`src/rtl/apu_pkg.sv`:
```
package apu_pkg;
  typedef enum logic [1:0] {
    PH_IDLE = 2'd0,
    PH_SUB1 = 2'd1,
    PH_SUB2 = 2'd2
  } apu_phase_e;

  typedef struct packed {
    logic [1:0] sub1;
    logic [1:0] sub2;
    logic       pulse;
  } apu_err_t;
endpackage

```
`src/rtl/apu_phase_track.sv`:
```
module apu_phase_track
  import apu_pkg::*;
(
  input  logic       clk,
  input  logic       rst,
  input  logic       strb_n,
  output apu_phase_e phase
);
  logic pend_q;

  always_ff @(posedge clk) begin
    if (rst) pend_q <= 1'b0;
    else     pend_q <= ~strb_n;
  end

  always_comb begin
    if (!strb_n)     phase = PH_SUB1;
    else if (pend_q) phase = PH_SUB2;
    else             phase = PH_IDLE;
  end
endmodule

```
`src/rtl/apu_group_par.sv`:
```
module apu_group_par #(
  parameter int W = 12
) (
  input  logic [W-1:0] lines,
  output logic         par
);
  logic [W:0] chain;
  assign chain[0] = 1'b0;
  for (genvar g = 0; g < W; g++) begin : g_low
    assign chain[g+1] = chain[g] ^ ~lines[g];
  end
  assign par = ~chain[W];
endmodule

```
`src/rtl/apu_parity_map.sv`:
```
module apu_parity_map
  import apu_pkg::*;
(
  input  apu_phase_e phase,
  input  logic       hi_par,
  input  logic       lo_par,
  output logic [1:0] par
);
  always_comb begin
    if (phase == PH_SUB2) par = {hi_par, lo_par};
    else                  par = {lo_par, hi_par};
  end
endmodule

```
`src/rtl/apu_err_reg.sv`:
```
module apu_err_reg
  import apu_pkg::*;
(
  input  logic       clk,
  input  logic       rst,
  input  apu_phase_e phase,
  input  logic [1:0] exp_par,
  input  logic [1:0] obs_par,
  output apu_err_t   err
);
  logic [1:0] miss;
  assign miss = exp_par ^ obs_par;

  always_ff @(posedge clk) begin
    if (rst) begin
      err <= '0;
    end else begin
      err.pulse <= 1'b0;
      if (phase == PH_SUB1) begin
        err.sub1  <= miss;
        err.pulse <= |miss;
      end else if (phase == PH_SUB2) begin
        err.sub2  <= miss;
        err.pulse <= |miss;
      end
    end
  end
endmodule

```
`src/rtl/addr_parity_unit.sv`:
```
module addr_parity_unit
  import apu_pkg::*;
#(
  parameter int ADDR_W = 33,
  parameter int REQ_W  = 5,
  parameter int HI_W   = 12
) (
  input  logic              clk,
  input  logic              rst,
  input  logic              strb_n,
  input  logic [ADDR_W-1:0] addr_n,
  input  logic [REQ_W-1:0]  req_n,
  input  logic [1:0]        par_rx,
  output logic [1:0]        par_tx,
  output logic [1:0]        err_sub1,
  output logic [1:0]        err_sub2,
  output logic              err_pulse
);
  localparam int LO_W  = ADDR_W - HI_W;
  localparam int GRP_W = LO_W + REQ_W;

  apu_phase_e phase;
  logic       hi_par, lo_par;
  apu_err_t   err;

  apu_phase_track u_trk (.clk(clk), .rst(rst), .strb_n(strb_n), .phase(phase));

  apu_group_par #(.W(HI_W)) u_hi (.lines(addr_n[ADDR_W-1:LO_W]), .par(hi_par));
  apu_group_par #(.W(GRP_W)) u_lo (.lines({addr_n[LO_W-1:0], req_n}), .par(lo_par));

  apu_parity_map u_map (.phase(phase), .hi_par(hi_par), .lo_par(lo_par), .par(par_tx));

  apu_err_reg u_err (
    .clk(clk), .rst(rst), .phase(phase),
    .exp_par(par_tx), .obs_par(par_rx), .err(err)
  );

  assign err_sub1  = err.sub1;
  assign err_sub2  = err.sub2;
  assign err_pulse = err.pulse;
endmodule

```
`config.mk`:
```
export PLATFORM = sky130hd
export DESIGN_NAME = addr_parity_unit
export DESIGN_NICKNAME = d
export VERILOG_FILES = /design/src/rtl/apu_pkg.sv /design/src/rtl/apu_phase_track.sv /design/src/rtl/apu_group_par.sv /design/src/rtl/apu_parity_map.sv /design/src/rtl/apu_err_reg.sv /design/src/rtl/addr_parity_unit.sv
export SDC_FILE = /design/constraint.sdc
export NUM_CORES = 1
export LEC_CHECK = 0
export BUFFER_PORTS_ARGS = -buffer_cell sky130_fd_sc_hd__clkbuf_2
export CORE_AREA = 5 5 48 50
export CTS_CLUSTER_SIZE = 10
export DETAILED_ROUTE_END_ITERATION = 10
export DIE_AREA = 0 0 53 55
export GPL_ROUTABILITY_DRIVEN = 0
export PLACE_DENSITY = 0.74
export SLEW_MARGIN = 20
export SYNTH_ARGS = -nofsm -noshare
export SYNTH_HDL_FRONTEND = slang
export SYNTH_SLANG_ARGS = --single-unit
```
`constraint.sdc`:
```
create_clock -name clk -period 1.82 [get_ports clk]
set_input_delay 0.091 -clock clk [delete_from_list [all_inputs] [get_ports clk]]
set_output_delay 0.091 -clock clk [all_outputs]
set_load 0.01 [all_outputs]
```
==> results_dict.tcl, run 1 <==
set metrics [dict create \
    finalHoldViolCount 0 \
    htree_levels 1 \
    rows 16 \
    ys_seq_area_share_pct 18.1 \
    synth-seq-cells 6 \
    clk_latency_ns 0.25 \
    core-area_sq_um 1860 \
    grt-busiest-layer "met2" \
    cpMaxStageDelayCell "xnor3_1" \
    met2_usage_pct 23.3 \
    status "completed" \
    tightest_slew_ns 0.297 \
    path_class "input pin to primary output" \
    clock-sinks 6 \
    cts-root-buf "clkbuf_4" \
    min_path_type "input pin to flop" \
    drt-total-wl_mm 1.70 \
    worst_ep_required_time_ns 1.73 \
    grtUsageMet3_pct 4.02 \
    rsz0062_at_grt "false" \
    port_buffers 49 \
    drc 0 \
    cts_resized 0 \
    slew_violations 0 \
    drt_pass1_iterations 4 \
    die_y_microns 55 \
    ir_worst_vdd_uv 528 \
    crit_top_cell "clkbuf_2" \
    drv_cap 0 \
    dieArea_sq_um 2920 \
    clockBufferDepth 2 \
    max_stage_delay_ns 0.42 \
    grt_max_degree 10 \
    fin_worst_skew_ns 0.00746 \
    initial_core_util_pct 35.6 \
    ys_async_sr_fraction_pct 0 \
    synth_cell_types 21 \
    netlist_area_sq_um 663 \
    ant_nets 0 \
    viasPerCell 4.39 \
    drt_iter0_drc 5 \
    synth_top_area_cell "xnor2_1" \
    grt_pass1_vias 646 \
    cts_tree "built" \
    finalCritPeriodShare_pct 89.9 \
    num-fill-cells 182 \
    synth-edff-count 0 \
    dp_hpwl_mm 1.44 \
    timing.critical_path.max_delay_family "XOR/XNOR gates" \
    syn_to_final_growth_pct 46.6 \
    yosysWarnings 0 \
    crit_buf_inv 2 \
    cts_buffers 3 \
    grt_overflow 0 \
    synth_nets 115 \
    grt.met1_usage_pct 11.9 \
    power_density_nw_per_um2 1040 \
    slew_headroom_pct 80.2 \
    num_vias 663 \
    cts_setup_buffers 0 \
    wl_per_cell_microns 11.2 \
    antenna_found_initial 0 \
    cts_hold_buf 0 \
    crit_path_cell_trace "clkbuf_2 > xor2_1 > xnor2_1 > xnor3_1 > xnor3_2 > nand2_1 > o21ai_0 > clkbuf_2" \
    die_x_microns 53 \
    avgSynthCellArea_sq_um 9.21 \
    setup_viol 0 \
    synthTopCellsByArea "xnor2_1 (38%), dfxtp_1 (18%), xnor3_1 (6.8%), xor2_1 (5.3%), xnor3_2 (3.6%)" \
    power_leakage_nw 0.470 \
    fin_nets 169 \
    clkTransAtPathRegs_ns 0.05 \
    tns_ns 0 \
    arrival_ns 1.55 \
    ios 50 \
    start_kind "input pin" \
    antenna_cells 0 \
    grt_pass1_wl_mm 2.57 \
    synth_flop_cell "dfxtp_1" \
    drive_above_1_share_pct 46.0 \
    synth_top_area_share_pct 38.3 \
    crit_fanout 5 \
    track_usage_pct 12.2 \
    fmax_mhz 611 \
    critPathCaptureType "primary output" \
    syn_inst 72 \
    worst_hold_slack_ns 0.0896 \
    period_minus_slack_ns 1.64 \
]
power by group:
group	leakage [nW]	internal, mW	switching [mW]	total [mW]
combinational	0.407	0.395	0.315	0.710
sequential	0.0496	0.159	0.0117	0.171
clock	0.0138	0.0751	0.0553	0.130
cells in the final DEF, fill, tap and decap left out, types with 2 or more instances in the layout:
master	count
a21oi_1	2
buf_4	2
clkbuf_2	49
clkbuf_4	3
dfxtp_1	6
inv_1	2
mux2i_1	2
nand2_1	5
nor2_1	4
nor2b_1	2
o21a_1	2
o21ai_0	2
xnor2_1	29
xnor3_1	2
xor2_1	4
cell type report:
class | count | area, sq um | share of cell area [%]
multi-input cells | 62 | 528 | 54.3
repair buffers | 51 | 260 | 26.8
flip-flops and latches | 6 | 120 | 12.4
well taps | 27 | 33.8 | 3.47
clock buffers | 3 | 22.5 | 2.32
inverters | 2 | 7.51 | 0.772
logic make-up after synthesis:
group / Yosys count / synth area share, %
xor gates and xnor gates: 37 / 56.4
and+or+nand+nor: 12 / 7.92
AOI/OAI and AO/OA: 11 / 12.3
DFF: 6 / 18.1
buffers and inverters: 4 / 2.26
muxes: 2 / 3.02
layer usage:
metal	vias to the layer above	part of all wire, %
met2	29	54
met1	294	35
met5	-	0
met3	0	11
li1	340	-
met4	0	0
metrics by stage:
| stage | util (%) | cell area, sq um | std cells | setup WS (ns) | total power [mW] |
|---|---|---|---|---|---|
| CTS | 51.4 | 957 | 149 | 0.129 | 0.941 |
| floorplan | - | 663 | 72 | 0.280 | 0.628 |
| global placement | 50.2 | 935 | 146 | 0.114 | 0.791 |
| global route | 52.2 | 972 | 151 | 0.0318 | 1.12 |
| detailed placement | 50.2 | 935 | 146 | 0.0415 | 0.804 |
| finish | 52.2 | 972 | 151 | 0.183 | 1.01 |
flip-flops by register name (all words and copies together) (netlist names):
register      count
u_err.err         5
u_trk.pend_q      1
cell usage after synthesis, types with 4 or more instances:
library cell and instances:
dfxtp_1 6, nand2_1 5, nor2_1 4, xnor2_1 29, xor2_1 4
worst paths after layout:
kind	from	to	slack, ns	cells past startpoint
min reg2reg	u_err.err[3]	u_err.err[3]	0.49	2
min	rst	u_err.err[1]	0.09	2
max reg2reg	u_trk.pend_q	u_err.err[0]	0.78	5
max	addr_n[2]	par_tx[0]	0.18	8
Power figures use the tool's default switching activity.
==> run 2: changes to the inputs <==
Settings changed: CORE_AREA 5 5 48 50 to 5 5 47 49, DIE_AREA 0 0 53 55 to 0 0 52 54, HOLD_SLACK_MARGIN from default to 0.08, SYNTH_HIERARCHICAL from default to 1.
==> run 2 against run 1 <==
Synthesized area fell by 8.1%. Highest routed layer is now met4. Sequential share of layout area rose by 0.58 points. First-iteration DRC count fell by 80%. Critical endpoint is now u_err/err[0]. Synthesized cell count fell by 18%. Die area fell by 3.7%. Non-clock buffer count fell by 1. Hold slack improved by 0.0013 ns. Cell area fell by 4.5%. Clock skew fell by 0.0031 ns.
==> results_dict.tcl, run 2 <==
set metrics [dict create \
    synth-edff-count 0 \
    grt_pass1_vias 601 \
    instances_no_fill 139 \
    path_class "input pin to flop" \
    cts_buffers 3 \
    layout_common_cells "clkbuf_2 (49), xnor2_1 (26), nor2_1 (6), dfxtp_1 (6)" \
    synth_top_area_cell "xnor2_1" \
    crit_fanout 3 \
    synth_cell_types 13 \
    synth_commonest_cells "xnor2_1 (26), dfxtp_1 (6), nor2_1 (6)" \
    slew_violations 0 \
    reg.largest.list "u_err/err: 5 flops, u_trk/pend_q: 1 flops" \
    clk_latency_ns 0.24 \
    synthTopCellsByArea "xnor2_1 (37%), dfxtp_1 (20%), xnor3_1 (11%), xor2_1 (7.2%), mux2i_1 (6.6%)" \
    critPathCaptureType "flop" \
    largest_reg_flops 5 \
    core-area_sq_um 1820 \
    ys_seq_area_share_pct 19.7 \
    synth_flop_cell "dfxtp_1" \
    drive_above_1_share_pct 51.8 \
    syn_inst 59 \
    pre_cts_ws_ns -0.145 \
    ys_async_sr_fraction_pct 0 \
    place_inst 135 \
    htree_levels 1 \
    grt_max_degree 7 \
    port_buffers 49 \
    period_minus_slack_ns 1.68 \
    die_x_microns 52 \
    cts-root-buf "clkbuf_4" \
    grt_pass1_wl_mm 2.24 \
    clockBufferDepth 2 \
    dieArea_sq_um 2810 \
    final_core_util_pct 51.0 \
    antenna_found_initial 0 \
    track_usage_pct 10.9 \
    fin_ws_ns 0.136 \
    synth-seq-cells 6 \
    drc 0 \
    min_path_type "input pin to flop" \
    finalCritPeriodShare_pct 92.5 \
    fin_nets 157 \
    syn_to_final_growth_pct 52.4 \
    worst_hold_slack_ns 0.0909 \
    status "completed" \
    slew_headroom_pct 83.2 \
    drt-total-wl_mm 1.39 \
    fin_worst_skew_ns 0.00440 \
    rows 16 \
    power_density_nw_per_um2 939 \
    die_y_microns 54 \
    ir_worst_vdd_uv 895 \
    fmax_mhz 594 \
    drv_cap 0 \
    start_kind "input pin" \
    cts_tree "built" \
    power_leakage_nw 0.476 \
    final_area_sq_um 928 \
    synth_top_area_share_pct 37.4 \
    rsz0062_at_grt "false" \
    wl_per_cell_microns 10.0 \
    avgSynthCellArea_sq_um 10.3 \
    clock-sinks 6 \
    cts_setup_buffers 0 \
    clkTransAtPathRegs_ns 0.05 \
    antenna_cells 0 \
    yosysWarnings 6 \
    finalHoldViolCount 0 \
    tightest_slew_ns 0.249 \
    setup_viol 0 \
    placed_area_sq_um 888 \
    initial_core_util_pct 33.4 \
    dp_hpwl_mm 1.26 \
    ant_nets 0 \
    synth.most_common_cell "xnor2_1" \
    arrival_ns 1.85 \
    viasPerCell 4.12 \
    grt_overflow 0 \
    drt_pass1_iterations 4 \
    final_common_cell "clkbuf_2" \
    netlist_area_sq_um 609 \
    worst_ep_required_time_ns 1.99 \
    drt_iter0_drc 1 \
    num_vias 572 \
    ios 50 \
    synth_nets 102 \
    largest_register "u_err/err" \
]
[run 2: cell count changes after synthesis, sizes merged, moves of 2 or more]
cell,delta
nand2,-5
nand2b,+3
xnor2,-3
a21oi,-2
clkbuf,-2
mux2,+2
mux2i,+2
nor2,+2
nor2b,-2
o21a,-2
o21ai,-2
[run 2: routing by layer]
layer | share of wire, % | vias to the layer above | global-route usage, % | wire, microns
met5 | 0 | - | 0 | 0
met1 | 35 | 244 | 11.4 | 492
li1 | - | 293 | - | -
met2 | 53 | 31 | 19.7 | 733
met4 | 1.6 | 0 | 6.55 | 23
met3 | 10 | 4 | 2.49 | 144
[run 2: cell families after synthesis]
kind of cell / synth area share, %
multiplexers: 10.3
XOR/XNOR: 58.3
buffers and inverters: 0.615
flip-flops: 19.7
AO/OA/AOI/OAI: 2.05
AND/OR/NAND/NOR: 9.03
[run 2: worst max-delay path: stages]
cell      delay, ns
clkbuf_2       0.09
xnor2_1        0.18
xnor2_1        0.15
xnor3_1        0.42
xnor3_1        0.19
mux2_2         0.30
xor2_1         0.21
nor2_1         0.08
a211oi_2       0.14
[run 2: cell type report]
type	count	area, sq um
repair buffers	50	255
multi-input cells	52	493
clock buffers	3	22.5
well taps	27	33.8
fillers	182	893
inverters	1	3.75
flip-flops and latches	6	120
[run 2: what timing repair did]
action                                  in CTS  in global routing
gates resized for setup                      0                  1
endpoints found under the setup margin       0                  1
endpoints found under the hold margin        1                  0
hold buffers                                 1                  0
[run 2: path summary, 6_finish.rpt]
check,startpoint,depth (start not counted),endpoint,slack [ns]
hold / removal,rst,2,u_trk/pend_q,0.09
setup / recovery,addr_n[19],9,u_err/err[0],0.14
setup reg to reg,u_trk/pend_q,6,u_err/err[0],0.41
hold reg to reg,u_err/err[2],2,u_err/err[2],0.50
[run 2: per-stage QoR]
stage | total power, mW | setup TNS [ns]
2_1_floorplan | 0.569 | 0
3_3_place_gp | 0.726 | -0.291
3_5_place_dp | 0.733 | -0.467
4_1_cts | 0.864 | 0
5_1_grt | 0.941 | 0
6_report | 0.872 | 0
[run 2: power breakdown]
group	switching (mW)	leakage [nW]	total [mW]	internal, mW
clock network	0.0471	0.0138	0.122	0.0745
registers	0.0126	0.0493	0.173	0.160
logic	0.263	0.413	0.577	0.315
==> run 3: changes to the inputs <==
Settings changed: MAX_ROUTING_LAYER from default to met4.
==> run 3 against run 2 <==
First-iteration DRC count unchanged. Combinational power is essentially flat. Total power hardly changed. Via count stayed put. Hold slack about the same. Flip-flop and latch count stayed put. Non-clock buffer count unchanged. Utilization is the same. Register-to-register slack barely moved.
==> results_dict.tcl, run 3 (synthesis gave the netlist of run 2 again) <==
set metrics [dict create \
    status "completed" \
    grt_overflow 0 \
    antenna_found_initial 0 \
    start_kind "input pin" \
    clkTransAtPathRegs_ns 0.05 \
    worst_ep_required_time_ns 1.99 \
    syn_to_final_growth_pct 52.4 \
    ir_worst_vdd_uv 895 \
    grt_max_degree 7 \
    finalCritPeriodShare_pct 92.5 \
    clk_latency_ns 0.24 \
    drc 0 \
    total_power_uw 872 \
    fin_worst_skew_ns 0.00440 \
    finalHoldViolCount 0 \
    grt_pass1_wl_mm 2.24 \
    rsz0062_at_grt "false" \
    cts_tree "built" \
    drt-total-wl_mm 1.39 \
    critPathCaptureType "flop" \
    drive_above_1_share_pct 51.8 \
    largest_reg_flops 5 \
    final_common_cell "clkbuf_2" \
    htree_levels 1 \
    fmax_mhz 594 \
    clock-sinks 6 \
    cts_setup_buffers 0 \
    fin_nets 157 \
    slew_violations 0 \
    antenna_cells 0 \
    ant_nets 0 \
    grt_pass1_vias 601 \
    ios 50 \
    slew_headroom_pct 83.2 \
    port_buffers 49 \
    drt_iter0_drc 1 \
    drt_pass1_iterations 4 \
    path_class "input pin to flop" \
    setup_viol 0 \
    reg.largest.list "u_err/err: 5 flops, u_trk/pend_q: 1 flops" \
    power_density_nw_per_um2 939 \
    period_minus_slack_ns 1.68 \
    die_x_microns 52 \
    tightest_slew_ns 0.249 \
    initial_core_util_pct 33.4 \
    drv_cap 0 \
    crit_fanout 3 \
    core-area_sq_um 1820 \
    arrival_ns 1.85 \
    num_vias 572 \
    r2r_cells 6 \
    viasPerCell 4.12 \
    layout_common_cells "clkbuf_2 (49), xnor2_1 (26), nor2_1 (6), dfxtp_1 (6)" \
    min_path_type "input pin to flop" \
    clockBufferDepth 2 \
    rows 16 \
    placed_area_sq_um 888 \
    wl_per_cell_microns 10.0 \
    cts_buffers 3 \
    track_usage_pct 11.2 \
    num-fill-cells 182 \
    hold_depth 2 \
    cts-root-buf "clkbuf_4" \
    largest_register "u_err/err" \
    dp_hpwl_mm 1.26 \
    dieArea_sq_um 2810 \
    final_area_sq_um 928 \
    die_y_microns 54 \
    power_leakage_nw 0.476 \
]
[run 3: cell counts in the layout (fill, tap and decap cells not counted)]
No cell type changed its count.
[run 3: final timing paths]
path / startpoint / end / slack, ns
hold reg to reg: u_err/err[2] / u_err/err[2] / 0.50
setup reg to reg: u_trk/pend_q / u_err/err[0] / 0.41
setup / recovery: addr_n[19] / u_err/err[0] / 0.14
hold / removal: rst / u_trk/pend_q / 0.09
[run 3: repair_timing]
| item | 4_1_cts | 5_1_grt |
|---|---|---|
| gates resized for setup | 0 | 1 |
| hold buffers | 1 | 0 |
| endpoints found under the setup margin | 0 | 1 |
| endpoints found under the hold margin | 1 | 0 |
[run 3: stage by stage]
| step | util [%] | TNS, ns | instances | hold slack [ns] | setup WS (ns) |
|---|---|---|---|---|---|
| 2_1_floorplan | - | 0 | 59 | 0.158 | 0.0668 |
| 3_3_place_gp | 48.8 | -0.291 | 135 | 0.281 | -0.109 |
| 3_5_place_dp | 48.8 | -0.467 | 135 | 0.288 | -0.145 |
| 4_1_cts | 50.5 | 0 | 139 | 0.0829 | 0.0948 |
| 5_1_grt | 51.0 | 0 | 139 | 0.0983 | 0.00261 |
| 6_report | 51.0 | 0 | 139 | 0.0909 | 0.136 |
[run 3: where the power goes]
| part | leakage [nW] | internal [mW] | total [mW] | switching, mW |
|---|---|---|---|---|
| clock network | 0.0138 | 0.0745 | 0.122 | 0.0471 |
| registers | 0.0493 | 0.160 | 0.173 | 0.0126 |
| logic | 0.413 | 0.315 | 0.577 | 0.263 |
| total | 0.476 | 0.550 | 0.872 | 0.322 |
[run 3: layer usage]
layer | vias up | part of all wire (%) | GRT usage [%]
met4 | 0 | 1.6 | 6.55
met5 | - | 0 | -
met2 | 31 | 53 | 19.7
met3 | 4 | 10 | 2.22
met1 | 244 | 35 | 11.6
li1 | 293 | - | -
[run 3: area by class of cell]
class	instances	area, sq um	area share (%)
well taps	27	33.8	3.64
inverters	1	3.75	0.404
multi-input cells	52	493	53.1
flip-flops and latches	6	120	12.9
clock buffers	3	22.5	2.43
repair buffers	50	255	27.5
[run 3: critical path, cell delays in order]
cell and delay (ns):
clkbuf_2 0.09, xnor2_1 0.18, xnor2_1 0.15, xnor3_1 0.42, xnor3_1 0.19, mux2_2 0.30
xor2_1 0.21, nor2_1 0.08, a211oi_2 0.14
